==> config.mk <==
export PLATFORM = sky130hd
export DESIGN_NAME = edge_link
export DESIGN_NICKNAME = d
export VERILOG_FILES = /design/src/rtl/edge_link_pkg.sv /design/src/rtl/edge_link_ctrl.sv /design/src/rtl/edge_link_data.sv /design/src/rtl/edge_link.sv
export SDC_FILE = /design/constraint.sdc
export NUM_CORES = 1
export LEC_CHECK = 0
export BUFFER_PORTS_ARGS = -buffer_cell sky130_fd_sc_hd__clkbuf_2
export CAP_MARGIN = 20
export CORE_MARGIN = 2
export CORE_UTILIZATION = 52
export CTS_CLUSTER_SIZE = 24
export DETAILED_ROUTE_END_ITERATION = 12
export PLACE_DENSITY = 0.85
export SYNTH_ARGS = -nofsm -noshare
export SYNTH_HDL_FRONTEND = slang
export SYNTH_HIERARCHICAL = 1
export SYNTH_SLANG_ARGS = --single-unit
==> constraint.sdc <==
create_clock -name clk -period 4.15 [get_ports clk]
set_clock_uncertainty 0.1 [all_clocks]
set_input_delay 0.415 -clock clk [delete_from_list [all_inputs] [get_ports clk]]
set_output_delay 0.415 -clock clk [all_outputs]
set_load 0.02 [all_outputs]
==> src/rtl/edge_link_pkg.sv <==
package edge_link_pkg;

  typedef enum logic [1:0] {
    PH_EMPTY = 2'd0,
    PH_FWD   = 2'd1,
    PH_HELD  = 2'd2,
    PH_RET   = 2'd3
  } linkPhase_t;

  typedef struct packed {
    logic clearWord;
    logic loadWord;
    logic showWord;
  } linkStrobe_t;

endpackage

==> src/rtl/edge_link_ctrl.sv <==
module edge_link_ctrl
  import edge_link_pkg::*;
#(
  parameter int FWD_LAT = 4,
  parameter int ACK_LAT = 2
) (
  input  logic        clk,
  input  logic        rst,
  input  logic        pushValid,
  input  logic        popReq,
  output logic        pushReady,
  output logic        outValid,
  output logic        occFull,
  output linkStrobe_t strb
);

  localparam int MAX_LAT = (FWD_LAT > ACK_LAT) ? FWD_LAT : ACK_LAT;
  localparam int CNT_W   = (MAX_LAT < 1) ? 1 : $clog2(MAX_LAT + 1);
  localparam logic [CNT_W-1:0] FWD_LOAD = CNT_W'(FWD_LAT);
  localparam logic [CNT_W-1:0] ACK_LOAD = CNT_W'(ACK_LAT);

  linkPhase_t       phase, phaseNext;
  logic [CNT_W-1:0] cnt, cntNext;
  logic             pushTake, popTake;

  assign pushTake = pushValid && (phase == PH_EMPTY);
  assign popTake  = popReq && (phase == PH_HELD);

  always_comb begin
    phaseNext = phase;
    cntNext   = cnt;
    unique case (phase)
      PH_EMPTY: if (pushTake) begin
        phaseNext = PH_FWD;
        cntNext   = FWD_LOAD;
      end
      PH_FWD: begin
        if (cnt != '0) cntNext = cnt - CNT_W'(1);
        else           phaseNext = PH_HELD;
      end
      PH_HELD: if (popTake) begin
        phaseNext = PH_RET;
        cntNext   = ACK_LOAD;
      end
      PH_RET: begin
        if (cnt != '0) cntNext = cnt - CNT_W'(1);
        else           phaseNext = PH_EMPTY;
      end
      default: phaseNext = PH_EMPTY;
    endcase
  end

  always_ff @(posedge clk) begin
    if (rst) begin
      phase <= PH_EMPTY;
      cnt   <= '0;
    end else begin
      phase <= phaseNext;
      cnt   <= cntNext;
    end
  end

  assign pushReady      = (phase == PH_EMPTY);
  assign outValid       = (phase == PH_HELD);
  assign occFull        = (phase == PH_FWD) || (phase == PH_HELD);
  assign strb.clearWord = rst;
  assign strb.loadWord  = pushTake;
  assign strb.showWord  = (phase == PH_HELD);

  // an accepted push opens the forward countdown at full latency
  a_r2_push_loads: assert property (@(posedge clk) disable iff (rst)
    (pushValid && pushReady) |=> (phase == PH_FWD && cnt == FWD_LOAD));

  // a push offered while busy does not disturb the held word's phase
  a_r2_push_ignored_held: assert property (@(posedge clk) disable iff (rst)
    (phase == PH_HELD && !popReq) |=> (phase == PH_HELD));

  // forward countdown steps down by one per cycle
  a_r3_fwd_step: assert property (@(posedge clk) disable iff (rst)
    (phase == PH_FWD && cnt != '0) |=> (phase == PH_FWD && cnt == $past(cnt) - CNT_W'(1)));

  // delivery only ever follows an exhausted forward countdown
  a_r3_deliver_after_fwd: assert property (@(posedge clk) disable iff (rst)
    $rose(outValid) |-> ($past(phase) == PH_FWD && $past(cnt) == '0));

  // an accepted pop opens the return countdown at full latency
  a_r5_pop_loads: assert property (@(posedge clk) disable iff (rst)
    (outValid && popReq) |=> (phase == PH_RET && cnt == ACK_LOAD));

  // return countdown steps down by one per cycle
  a_r6_ret_step: assert property (@(posedge clk) disable iff (rst)
    (phase == PH_RET && cnt != '0) |=> (phase == PH_RET && cnt == $past(cnt) - CNT_W'(1)));

  // occupancy drops only through an accepted pop
  a_r7_full_drop: assert property (@(posedge clk) disable iff (rst)
    $fell(occFull) |-> ($past(outValid) && $past(popReq)));

endmodule

==> src/rtl/edge_link_data.sv <==
module edge_link_data
  import edge_link_pkg::*;
#(
  parameter int WIDTH = 32
) (
  input  logic             clk,
  input  linkStrobe_t      strb,
  input  logic [WIDTH-1:0] pushData,
  output logic [WIDTH-1:0] outData
);

  logic [WIDTH-1:0] wordHeld;

  always_ff @(posedge clk) begin
    if (strb.clearWord)     wordHeld <= '0;
    else if (strb.loadWord) wordHeld <= pushData;
  end

  assign outData = strb.showWord ? wordHeld : '0;

  // nothing leaks to the consumer outside the delivered phase
  a_r4_hidden: assert property (@(posedge clk) disable iff (strb.clearWord)
    !strb.showWord |-> (outData == '0));

  // the delivered word does not move while shown
  a_r4_stable: assert property (@(posedge clk) disable iff (strb.clearWord)
    (strb.showWord && $past(strb.showWord) && !$past(strb.clearWord)) |-> $stable(outData));

endmodule

==> src/rtl/edge_link.sv <==
module edge_link
  import edge_link_pkg::*;
#(
  parameter int WIDTH   = 32,
  parameter int FWD_LAT = 4,
  parameter int ACK_LAT = 2
) (
  input  logic             clk,
  input  logic             rst,
  input  logic             pushValid,
  input  logic [WIDTH-1:0] pushData,
  output logic             pushReady,
  output logic             outValid,
  output logic [WIDTH-1:0] outData,
  input  logic             popReq,
  output logic             occFull
);

  linkStrobe_t strb;

  edge_link_ctrl #(.FWD_LAT(FWD_LAT), .ACK_LAT(ACK_LAT)) uCtrl (
    .clk(clk), .rst(rst), .pushValid(pushValid), .popReq(popReq),
    .pushReady(pushReady), .outValid(outValid), .occFull(occFull), .strb(strb)
  );

  edge_link_data #(.WIDTH(WIDTH)) uData (
    .clk(clk), .strb(strb), .pushData(pushData), .outData(outData)
  );

endmodule

Word-level counts from Yosys, hierarchy flattened:

Cells that the tools add are included.

* bits in registers: 37
* logic and storage cells: 30

* add/subtract/negate cells: 1
* equality and inequality tests: 8
* mux-type cells: 10
* reductions and logical operators: 8

Operators with widths (count)
* $mux W32: 1
* $mux W3: 3
* $pmux W3 S3: 1
* $mux W2: 4
* $pmux W2 S4: 1
* $ne A2 B1 Y1 const B: 3
* $eq A2 B2 Y1 const B: 2
* $ne A2 B2 Y1 const B: 2
* $reduce_and A4 Y1: 1
* $reduce_and A3 Y1: 1
* $reduce_bool A3 Y1: 1
* $sub A3 B1 Y3 const B: 1
* $eq A2 B1 Y1 const B: 1
* $logic_and A1 B1 Y1: 2
* $logic_not A2 Y1: 1
* $reduce_or A2 Y1: 1
* $logic_or A1 B1 Y1: 1

Longest topological paths before layout:

Gate-level depths: netlist of the first run.

* depth after elaboration: 4
* depth in mapped cells: 8
* mapped depth without buffers: 6

Modules after synthesis:

The synthesis of the first run kept the hierarchy.

Modules (own cells, without submodules)
* edge_link_data: times used 1, cells each 138, area an instance 1375.1 um^2, sequential area each 640.6 um^2
* edge_link_ctrl: times used 1, cells each 46, area an instance 420.4 um^2, sequential area each 100.1 um^2

Least setup slack after synthesis of the first run:

OpenSTA, ideal clock, no wires.

* kind: register -> output
* start point: register uCtrl.phase[0]
* end point: output outData[0]
* data arrival time: 1.431 ns
* required time: 3.635 ns
* path slack: 2.204 ns
* stages on the path, launching flop included: 6
* path buffers: 2
* cell sequence: dfxtp_1 inv_1 ha_1 buf_4 clkbuf_1 and2_1

* word-level cells in the longest chain between the ends: 2

RTL lines
* start: declaration: line edge_link_ctrl.sv:22 `linkPhase_t phase, phaseNext;`
* start signal: assignment: line edge_link_ctrl.sv:58 `phase <= phaseNext;`
* $eq A2 B2 Y1
* net outValid: line edge_link.sv:13 `output logic outValid,`
* $mux W32: line edge_link_data.sv:19 `assign outData = strb.showWord ? wordHeld : '0;`
* end: declaration: line edge_link.sv:14 `output logic [WIDTH-1:0] outData,`

The timed path passes the listed nets, and every way through them passes these cells.

Worst setup path in the final report of the first run:

* start point: register uCtrl.phase[0]
* end point: output outData[29]

* word-level cells in the longest chain between the ends: 2

RTL lines
* $eq A2 B2 Y1: line edge_link_ctrl.sv:68 `assign strb.showWord = (phase == PH_HELD);`
* $mux W32: line edge_link_data.sv:19

No other way between the ends.

==> results of run 1 <==
layer usage:
| layer | vias to the layer above | global-route usage, % |
|---|---|---|
| li1 | 722 | - |
| met1 | 621 | 19.70 |
| met2 | 42 | 31.18 |
| met3 | 7 | 5.766 |
| met4 | 0 | 9.167 |
| met5 | - | 0 |
worst max-delay path by stage:
stage,start,endpoint,depth (start not counted)
global route,uCtrl/phase[0],outData[29],4
finish,uCtrl/phase[0],outData[29],4
CTS,uCtrl/phase[0],outData[13],4
detailed placement,uCtrl/phase[0],outData[29],4
floorplan,uCtrl/phase[0],outData[0],5
global placement,uCtrl/phase[0],outData[29],4
cell usage after synthesis:
cell / instances / area share, %
a211o_1: 1 / 0.49
a21oi_1: 1 / 0.28
a21oi_2: 1 / 0.49
and2_1: 33 / 11
buf_12: 3 / 3.3
buf_4: 3 / 1.3
buf_6: 1 / 0.63
clkbuf_1: 6 / 1.3
dfxtp_1: 37 / 41
ha_1: 7 / 4.9
inv_1: 6 / 1.3
mux2i_1: 34 / 19
nand2_1: 3 / 0.63
nand2b_2: 2 / 0.98
nor2_1: 37 / 7.7
nor2_4: 1 / 0.63
nor2b_1: 1 / 0.35
nor3_1: 2 / 0.56
o211ai_1: 1 / 0.42
o211ai_2: 1 / 0.70
o311a_1: 1 / 0.56
o311ai_4: 1 / 1.5
o31ai_1: 1 / 0.42
worst reg2reg max path, delay by kind of cell, from the launching register on:
kind,cells,cell delay (ns)
compound gates,1,0.16
buf+inv,1,0.15
fa+ha+maj,1,0.83
simple gates,2,0.26
flops,1,0.36
mux,1,0.22
logic make-up (layout without fill, tap and decap cells):
family,Yosys count,count (layout),synth area share (%)
mux,34,34,18.95
fa+ha+maj,7,7,4.878
simple gates,79,79,22.37
buf+inv,19,84,7.735
compound gates,8,8,4.809
flops,37,37,41.25
area by class of cell:
class / instances / area, um2
Tap cell: 46 / 57.56
Timing Repair Buffer: 70 / 350.3
Fill cell: 283 / 1165
Sequential cell: 37 / 740.7
Clock inverter: 3 / 46.29
Multi-Input combinational cell: 128 / 917.1
Inverter: 6 / 22.52
Clock buffer: 5 / 37.54
power by group:
group	internal (mW)	switching (mW)	total (mW)	leakage, nW
registers	0.433	0.0454	0.479	0.304
clock network	0.128	0.121	0.248	0.0414
logic	0.244	0.326	0.571	0.732
total	0.805	0.493	1.30	1.08
stage by stage:
step	util, %	hold WS [ns]	power (mW)
detailed placement	62.58	0.3525	1.062
global route	65.09	0.1667	1.401
floorplan	-	0.3346	1.006
global placement	62.58	0.3524	1.047
finish	65.09	0.1967	1.298
CTS	65.09	0.1789	1.314
state kept, by name, summed over array words and instances, names as in the netlist:
name,cells
uData/wordHeld,32
uCtrl/cnt,3
uCtrl/phase,2
==> impl_results.md, run 1 <==
- Status: finished, final reports clean
- Final min period: ~2.6 ns
- Worst-Margin Slew: 0.9796 ns
- Reg2Reg Depth: 6
- # hold bufs at CTS: 0
- # DRC: 0
- Synth Instances: ~180
- Gpl congestion: 0.8406
- Die Wd: approximately 63 um
- RR Endpoint: uCtrl/phase[1]
- Die Y: ~63 um
- Final Slew Violations: 0
- Top Metal Used: met4
- Setup_tns: 0 ns
- Worst Hold Path EP: uData/wordHeld[13]
- Number of H-tree levels: 2
- Row cnt: 21
- Initial DRC Count: 56
- Hold depth: 3
- Worst path slowest cell: ha_1
- Max-slew headroom: between 30% and 40%
- Routed Antenna Nets: 0
- Drt total wl: ~3200 um
- Leading cell type in the layout, fill and taps excluded: clkbuf_2
- Worst-path clk slew: ~0.12 ns
- Leading cell types in the layout, fill and taps excluded: clkbuf_2, nor2_1, dfxtp_1, mux2i_1, and2_1
- Hold Crit Class: primary input to flop
- Gr ovfl total: 0
- Final worst slack: 1.532 ns
- Hold wc startpoint: pushData[13]
- I/O Buffers: 70
- M1 WL: ~1400 um
- Highest Clock Rate: 382.0 MHz
- Critical path endpoint category: output pin
- CP Launch Type: flop
- Synth Area per Inst: 9.758 um2
- Worst-path cell chain: inv_1 > ha_1 > and2_1 > clkbuf_2
- Yosys cell types: 23
- CP Buf/Inv Count: 2
- WL/cell: 10.99 um
- Hpwl dp: 2344 um
- Pwr/cell area: 597.4 mW/mm2
- CTS resizes: 0
- Fin nets: about 290
- Final Cell Area: around 0.0022 mm2
- Worst skew pair latency: about 0.34 ns
- Crit path arrival time: 2.10 ns
- Worst R2R Start: uCtrl/phase[0]
- Setup slack, reg-to-reg: roughly 1.9 ns
- Largest net degree at the start of global routing: 38
- Max Root-Sink Buffers: 2
- Root buf cell: clkbuf_4
- Worst Setup Path Type: flop to output pin
- Total clock sinks: 37
- Post-Syn Nets: approximately 230
- Core area: between 0.003 and 0.004 mm2
- DP Cell Count: 287
- Vias: roughly 1400
- Family with the most delay on the worst path: adder cells
- Max incr delay on CP: 0.83 ns
- Syn. warnings: 6
- Layout Cells excl Fill: about 300
- WP data required: approximately 3.6 ns
- Worst slack, placed: around 1.9 ns
- Number of setup buffers added after CTS: 0
- WL met2: roughly 1600 um
- Ports: 71
- Area Growth Syn to Fin: 20.98%
- Initial antenna violation count: 0
- # setup viols final: 0
- CTS tree: built
- Initial core utilization: 53.81%
- Met3 wire length: between 150 and 200 um
- TritonCTS Buffers: 5
- Die ar.: ~0.0039 mm2
- Endpoints failing hold: 0
- Mapped Area: between 0.0015 and 0.002 mm2
- CP max FO: 36
- Vias in the first global route: about 1300
- First-pass GRT wire length: 5547 um
- Drt pass-1 iters: 4
- Register area share after synthesis: 41.25%
- Via-to-Cell Ratio: around 4.7
- Worst vdd ir: ~0.53 mV
- Final period utilization: between 60% and 70%
- Flops & latches, synth: 37
- RSZ-0062 raised after global routing: no
- All-Layer GR Usage: about 18%
- Area post-placement: about 0.0021 mm2
- Layout cell share with drive strength beyond 1: 34.14%
- Max Cap Violations: 0
- Leakage: around 1.1 nW
- # diodes: 0
Power figures use the tool's default switching activity.
==> inputs of run 2 (changes only) <==
Settings changed: CORE_UTILIZATION 52 to 48, PLACE_DENSITY 0.85 to 0.79.
Clock period 4.15 ns to 2.6 ns, I/O delays scaled along.
==> impl_results.md, run 2 (same netlist as run 1, synthesis figures left out) <==
- Layout Cells excl Fill: 300 (was 295)
- Worst-path clk slew: 0.07 ns (was 0.12 ns)
- First-pass GRT wire length: 5823 um (was 5547 um)
- Hpwl dp: 2501 um (was 2344 um)
- WL/cell: 11.34 um (was 10.99 um)
- Vias in the first global route: 1297 (was 1340)
- I/O Buffers: 70 (unchanged)
- Worst skew pair latency: 0.29 ns (was 0.34 ns)
- Final min period: approximately 2.3 ns
- Largest regs: uData/wordHeld: 32 flops, uCtrl/cnt: 3 flops, uCtrl/phase: 2 flops (unchanged)
- CTS tree: built (unchanged)
- Die Wd: 65.16 um (was 62.76 um)
- Largest net degree at the start of global routing: 21 (was 38)
- RSZ-0062 raised after global routing: no (unchanged)
- Initial antenna violation count: 0 (unchanged)
- Setup_tns: 0 ns (unchanged)
- All-Layer GR Usage: 17.54% (was 18.01%)
- Initial DRC Count: 52 (was 56)
- Worst R2R Start: uCtrl/phase[0] (unchanged)
- CTS resizes: 0 (unchanged)
- Layout cell share with drive strength beyond 1: 34.92% (was 34.14%)
- Area Growth Syn to Fin: 23.76% (was 20.98%)
- Worst-path cell chain: inv_1 > ha_1 > buf_4 > and2_1 > clkbuf_2 (was inv_1 > ha_1 > and2_1 > clkbuf_2)
- Leading cell types in the layout, fill and taps excluded: clkbuf_2, nor2_1, dfxtp_1, mux2i_1, and2_1 (unchanged)
- Hold Crit Class: primary input to flop (unchanged)
- Number of H-tree levels: 2 (unchanged)
- Worst Setup Path Type: flop to output pin (unchanged)
- Worst slack, placed: 0.5794 ns (was 1.890 ns)
- Family with the most delay on the worst path: buffers and inverters (was adder cells)
- CP startpoint: uCtrl/phase[0] (unchanged)
- Worst vdd ir: 0.6718 mV (was 0.5283 mV)
- Worst path slowest cell: ha_1 (unchanged)
- Max Root-Sink Buffers: 2 (unchanged)
- Tot Pwr: 2.134 mW (was 1.298 mW)
- Layout fillers: 348 (was 283)
- Number of setup buffers added after CTS: 0 (unchanged)
- Pwr/cell area: 960.5 mW/mm2 (was 597.4 mW/mm2)
- Critical path endpoint category: output pin (unchanged)
- Root buf cell: clkbuf_8 (was clkbuf_4)
- Drt total wl: 3402 um (was 3243 um)
- Ports: 71 (unchanged)
- Area occupied by multi-input gates: 917.1 um2 (unchanged)
- Worst-Margin Slew: 0.5489 ns (was 0.9796 ns)
- Final Cell Area: 0.002222 mm2 (was 0.002172 mm2)
- Die ar.: 0.004246 mm2 (was 0.003939 mm2)
- DP Cell Count: 292 (was 287)
- CP Launch Type: flop (unchanged)
- Area post-placement: 0.002126 mm2 (was 0.002088 mm2)
- Max reg flops: 32 (unchanged)
- Initial core utilization: 49.41% (was 53.81%)
- Largest register by flop count: uData/wordHeld (unchanged)
- # DRC: 0 (unchanged)
- Vias: 1400 (was 1392)
- Max-slew headroom: 63.41% (was 34.70%)
- Core area: 0.003633 mm2 (was 0.003337 mm2)
- Row cnt: 22 (was 21)
- # diodes: 0 (unchanged)
- Endpoints failing hold: 0 (unchanged)
- Max incr delay on CP: 0.53 ns (was 0.83 ns)
- Leading cell type in the layout, fill and taps excluded: clkbuf_2 (unchanged)
- Area occupied by registers: 740.7 um2 (unchanged)
- WP data required: 2.24 ns (was 3.63 ns)
- Final period utilization: 88.48%
- Final Slew Violations: 0 (unchanged)
- Hold wc startpoint: pushData[23] (was pushData[13])
- Fin nets: 294 (was 291)
- Via-to-Cell Ratio: 4.667 (was 4.719)
- Highest Clock Rate: ~430 MHz
- Status: finished, final reports clean (unchanged)
- Total clock sinks: 37 (unchanged)
- # hold bufs at CTS: 0 (unchanged)
- CP max FO: 20 (was 36)
- Routed Antenna Nets: 0 (unchanged)
- Die Y: 65.16 um (was 62.76 um)
- Crit path arrival time: 1.94 ns (was 2.10 ns)
- CP Buf/Inv Count: 3 (was 2)
- # setup viols final: 0 (unchanged)
- TritonCTS Buffers: 5 (unchanged)
- Gr ovfl total: 0 (unchanged)
- Drt pass-1 iters: 4 (unchanged)
- Leakage: 1.106 nW (was 1.077 nW)
- Gpl congestion: 0.8334 (was 0.8406)
- Final worst slack: 0.2995 ns (was 1.532 ns)
- Max Cap Violations: 0 (unchanged)
run 2: cell count changes in the layout (fill, tap and decap cells not counted), sizes merged:
cell,change
buf,+3
bufinv,-1
clkbuf,+1
clkinv,+1
clkinvlp,-1
run 2: stage by stage:
stage / utilization [%] / hold WS, ns
global route: 61.16 / 0.09788
finish: 61.16 / 0.1050
detailed placement: 58.51 / 0.3513
floorplan: - / 0.2224
CTS: 61.16 / 0.09560
global placement: 58.51 / 0.3510
run 2: final timing paths:
check / to / depth (start not counted) / slack, ns
hold / removal: uData/wordHeld[23] / 3 / 0.10
hold reg to reg: uCtrl/cnt[1] / 2 / 0.36
setup reg to reg: uData/wordHeld[12] / 6 / 0.70
setup / recovery: outData[31] / 5 / 0.30
run 2: layout make-up:
type | instances | area share, %
Sequential cell | 37 | 33.33
Clock buffer | 6 | 3.716
Tap cell | 48 | 2.703
Inverter | 6 | 1.014
Clock inverter | 2 | 0.6194
Timing Repair Buffer | 73 | 17.34
Multi-Input combinational cell | 128 | 41.27
run 2: report_power, final:
group          total, mW  switching (mW)  internal (mW)  leakage [nW]
registers          0.764          0.0725          0.692         0.304
logic              0.957           0.541          0.416         0.751
clock network      0.413           0.198          0.215        0.0512
total               2.13           0.812           1.32          1.11
run 2: metal layers:
metal  vias to the layer above  track usage [%]  routed length, um
met5                         -                0                  0
met4                         0            4.688                 32
met3                         4            5.479                244
met2                        47            28.70               1561
met1                       623            22.44               1563
li1                        726                -                  -
run 2: worst register-to-register path, cell delays in order, from the launching register on:
cell and delay, ns:
dfxtp_1 0.35, inv_1 0.15, ha_1 0.22, and2_2 0.45, buf_12 0.25, mux2i_1 0.22
nor2_1 0.05
==> inputs of run 3 (changes only) <==
Settings changed: BUFFER_PORTS_ARGS -buffer_cell sky130_fd_sc_hd__clkbuf_2 to not set, CORE_UTILIZATION 48 to 59, DONT_BUFFER_PORTS set to 1, PLACE_DENSITY 0.79 to 0.75, RECOVER_POWER set to 50.
==> impl_results.md, run 3 (same netlist as run 1, synthesis figures left out) <==
- Die Wd: 59.17 um (was 65.16 um)
- Layout cell share with drive strength beyond 1: 6.977% (was 34.92%)
- Met3 wire length: 243 um (was 244 um)
- All-Layer GR Usage: 22.18% (was 17.54%)
- Final min period: 2.138 ns (was 2.301 ns)
- Max-slew headroom: 50.65% (was 63.41%)
- Hold Crit Class: primary input to flop (unchanged)
- TritonCTS Buffers: 5 (unchanged)
- # setup viols final: 0 (unchanged)
- CP Launch Type: flop (unchanged)
- WP data required: 2.73 ns (was 2.24 ns)
- DP Cell Count: 207 (was 292)
- Largest register by flop count: uData/wordHeld (unchanged)
- # diodes: 0 (unchanged)
- WL/cell: 14.75 um (was 11.34 um)
- Core area: 0.002978 mm2 (was 0.003633 mm2)
- Worst-path clk slew: 0.10 ns (was 0.07 ns)
- Final core occ: 72.02% (was 61.16%)
- Vias: 1313 (was 1400)
- Total clock sinks: 37 (unchanged)
- CTS tree: built (unchanged)
- First-pass GRT wire length: 5692 um (was 5823 um)
- Worst Setup Path Type: flop to flop (was flop to output pin)
- RSZ-0062 raised after global routing: no (unchanged)
- Initial core utilization: 60.29% (was 49.41%)
- Area post-placement: 0.001757 mm2 (was 0.002126 mm2)
- Number of setup buffers added after CTS: 0 (unchanged)
- Crit path arrival time: 2.27 ns (was 1.94 ns)
- Number of H-tree levels: 2 (unchanged)
- Pwr/cell area: 958.0 mW/mm2 (was 960.5 mW/mm2)
- Hpwl dp: 2332 um (was 2501 um)
- M1 WL: 1432 um (was 1563 um)
- Gr ovfl total: 0 (unchanged)
- Max Cap Violations: 0 (unchanged)
- Final Cell Area: 0.002145 mm2 (was 0.002222 mm2)
- Ports: 71 (unchanged)
- Root buf cell: clkbuf_4 (was clkbuf_8)
- Top Metal Used: met4 (unchanged)
- Min Hold Slack: 0.06921 ns (was 0.1050 ns)
- Largest net degree at the start of global routing: 38 (was 21)
- Largest regs: uData/wordHeld: 32 flops, uCtrl/cnt: 3 flops, uCtrl/phase: 2 flops (unchanged)
- Leakage: 0.9234 nW (was 1.106 nW)
- Final Slew Violations: 0 (unchanged)
- Area Growth Syn to Fin: 19.44% (was 23.76%)
- Drt pass-1 iters: 4 (unchanged)
- Status: finished, final reports clean (unchanged)
- Row cnt: 20 (was 22)
- Die ar.: 0.003501 mm2 (was 0.004246 mm2)
- CP max FO: 32 (was 20)
- Initial antenna violation count: 0 (unchanged)
- Gpl congestion: 0.6653 (was 0.8334)
- Leading cell types in the layout, fill and taps excluded: nor2_1, dfxtp_1, mux2i_1, and2_1, dlygate4sd3_1 (was clkbuf_2, nor2_1, dfxtp_1, mux2i_1, and2_1)
- Via-to-Cell Ratio: 5.294 (was 4.667)
- Worst vdd ir: 0.8366 mV (was 0.6718 mV)
- Setup_tns: 0 ns (unchanged)
- Die Y: 59.17 um (was 65.16 um)
- Max Root-Sink Buffers: 2 (unchanged)
- Drt total wl: 3657 um (was 3402 um)
- Layout Cells excl Fill: 248 (was 300)
- Highest Clock Rate: 467.6 MHz (was 434.7 MHz)
- Max reg flops: 32 (unchanged)
- # DRC: 0 (unchanged)
- Fin nets: 257 (was 294)
- Vias in the first global route: 1274 (was 1297)
- Critical path endpoint category: flop (was output pin)
- Layout fillers: 226 (was 348)
- Worst-Margin Slew: 0.7309 ns (was 0.5489 ns)
- Endpoints failing hold: 0 (unchanged)
- Setup slack, reg-to-reg: 0.46 ns (was 0.70 ns)
- Routed Antenna Nets: 0 (unchanged)
- I/O Buffers: 0 (was 70)
- WL met2: 1925 um (was 1561 um)
- Worst skew pair latency: 0.33 ns (was 0.29 ns)
- Final period utilization: 82.24% (was 88.48%)
- Initial DRC Count: 44 (was 52)
[run 3: cell count changes in the layout (fill, tap and decap cells not counted), sizes merged]
cell and change:
bufinv +1, clkbuf -68, dlygate4sd3 +32, clkinv -2
[run 3: metal layers]
layer,GRT usage [%],vias to the layer above
met5,0,-
met4,7.792,0
met3,7.424,6
met2,41.11,48
met1,23.10,609
li1,-,650
[run 3: area by class of cell]
class | count | area [um2] | area share [%]
Tap cell | 33 | 41.29 | 1.925
Inverter | 6 | 22.52 | 1.050
Sequential cell | 37 | 740.7 | 34.54
Timing Repair Buffer | 36 | 362.8 | 16.92
Clock buffer | 7 | 55.05 | 2.567
Multi-Input combinational cell | 128 | 892.1 | 41.60
Clock inverter | 1 | 30.03 | 1.400
[run 3: timing repair]
item / in CTS / in global routing
hold buffers: 32 / 1
endpoints found under the hold margin: 37 / 1
gates resized for setup: 0 / 0
[run 3: power breakdown]
group          internal, mW  switching [mW]  leakage (nW)
Combinational         0.367           0.509         0.574
Clock                 0.230           0.180        0.0455
Sequential            0.692          0.0764         0.304
[run 3: worst max-delay path: stages (launching register included)]
cell	delay [ns]
dfxtp_1	0.37
inv_1	0.16
ha_1	0.35
and2_2	0.20
clkbuf_4	0.48
mux2i_1	0.29
nor2_1	0.07
[run 3: final timing paths]
kind	from	endpoint	cells past startpoint
hold / removal	rst	uCtrl/cnt[1]	2
setup reg to reg	uCtrl/phase[0]	uData/wordHeld[26]	6
setup / recovery	uCtrl/phase[0]	uData/wordHeld[26]	6
hold reg to reg	uCtrl/cnt[1]	uCtrl/cnt[1]	2
[run 3: through the flow]
stage / worst slack (ns) / power (mW)
after floorplan: 0.8090 / 1.606
after global placement: 0.8600 / 1.610
after detailed placement: 0.7555 / 1.664
after CTS: 0.6663 / 2.126
after global routing: 0.3342 / 2.196
final: 0.4616 / 2.054
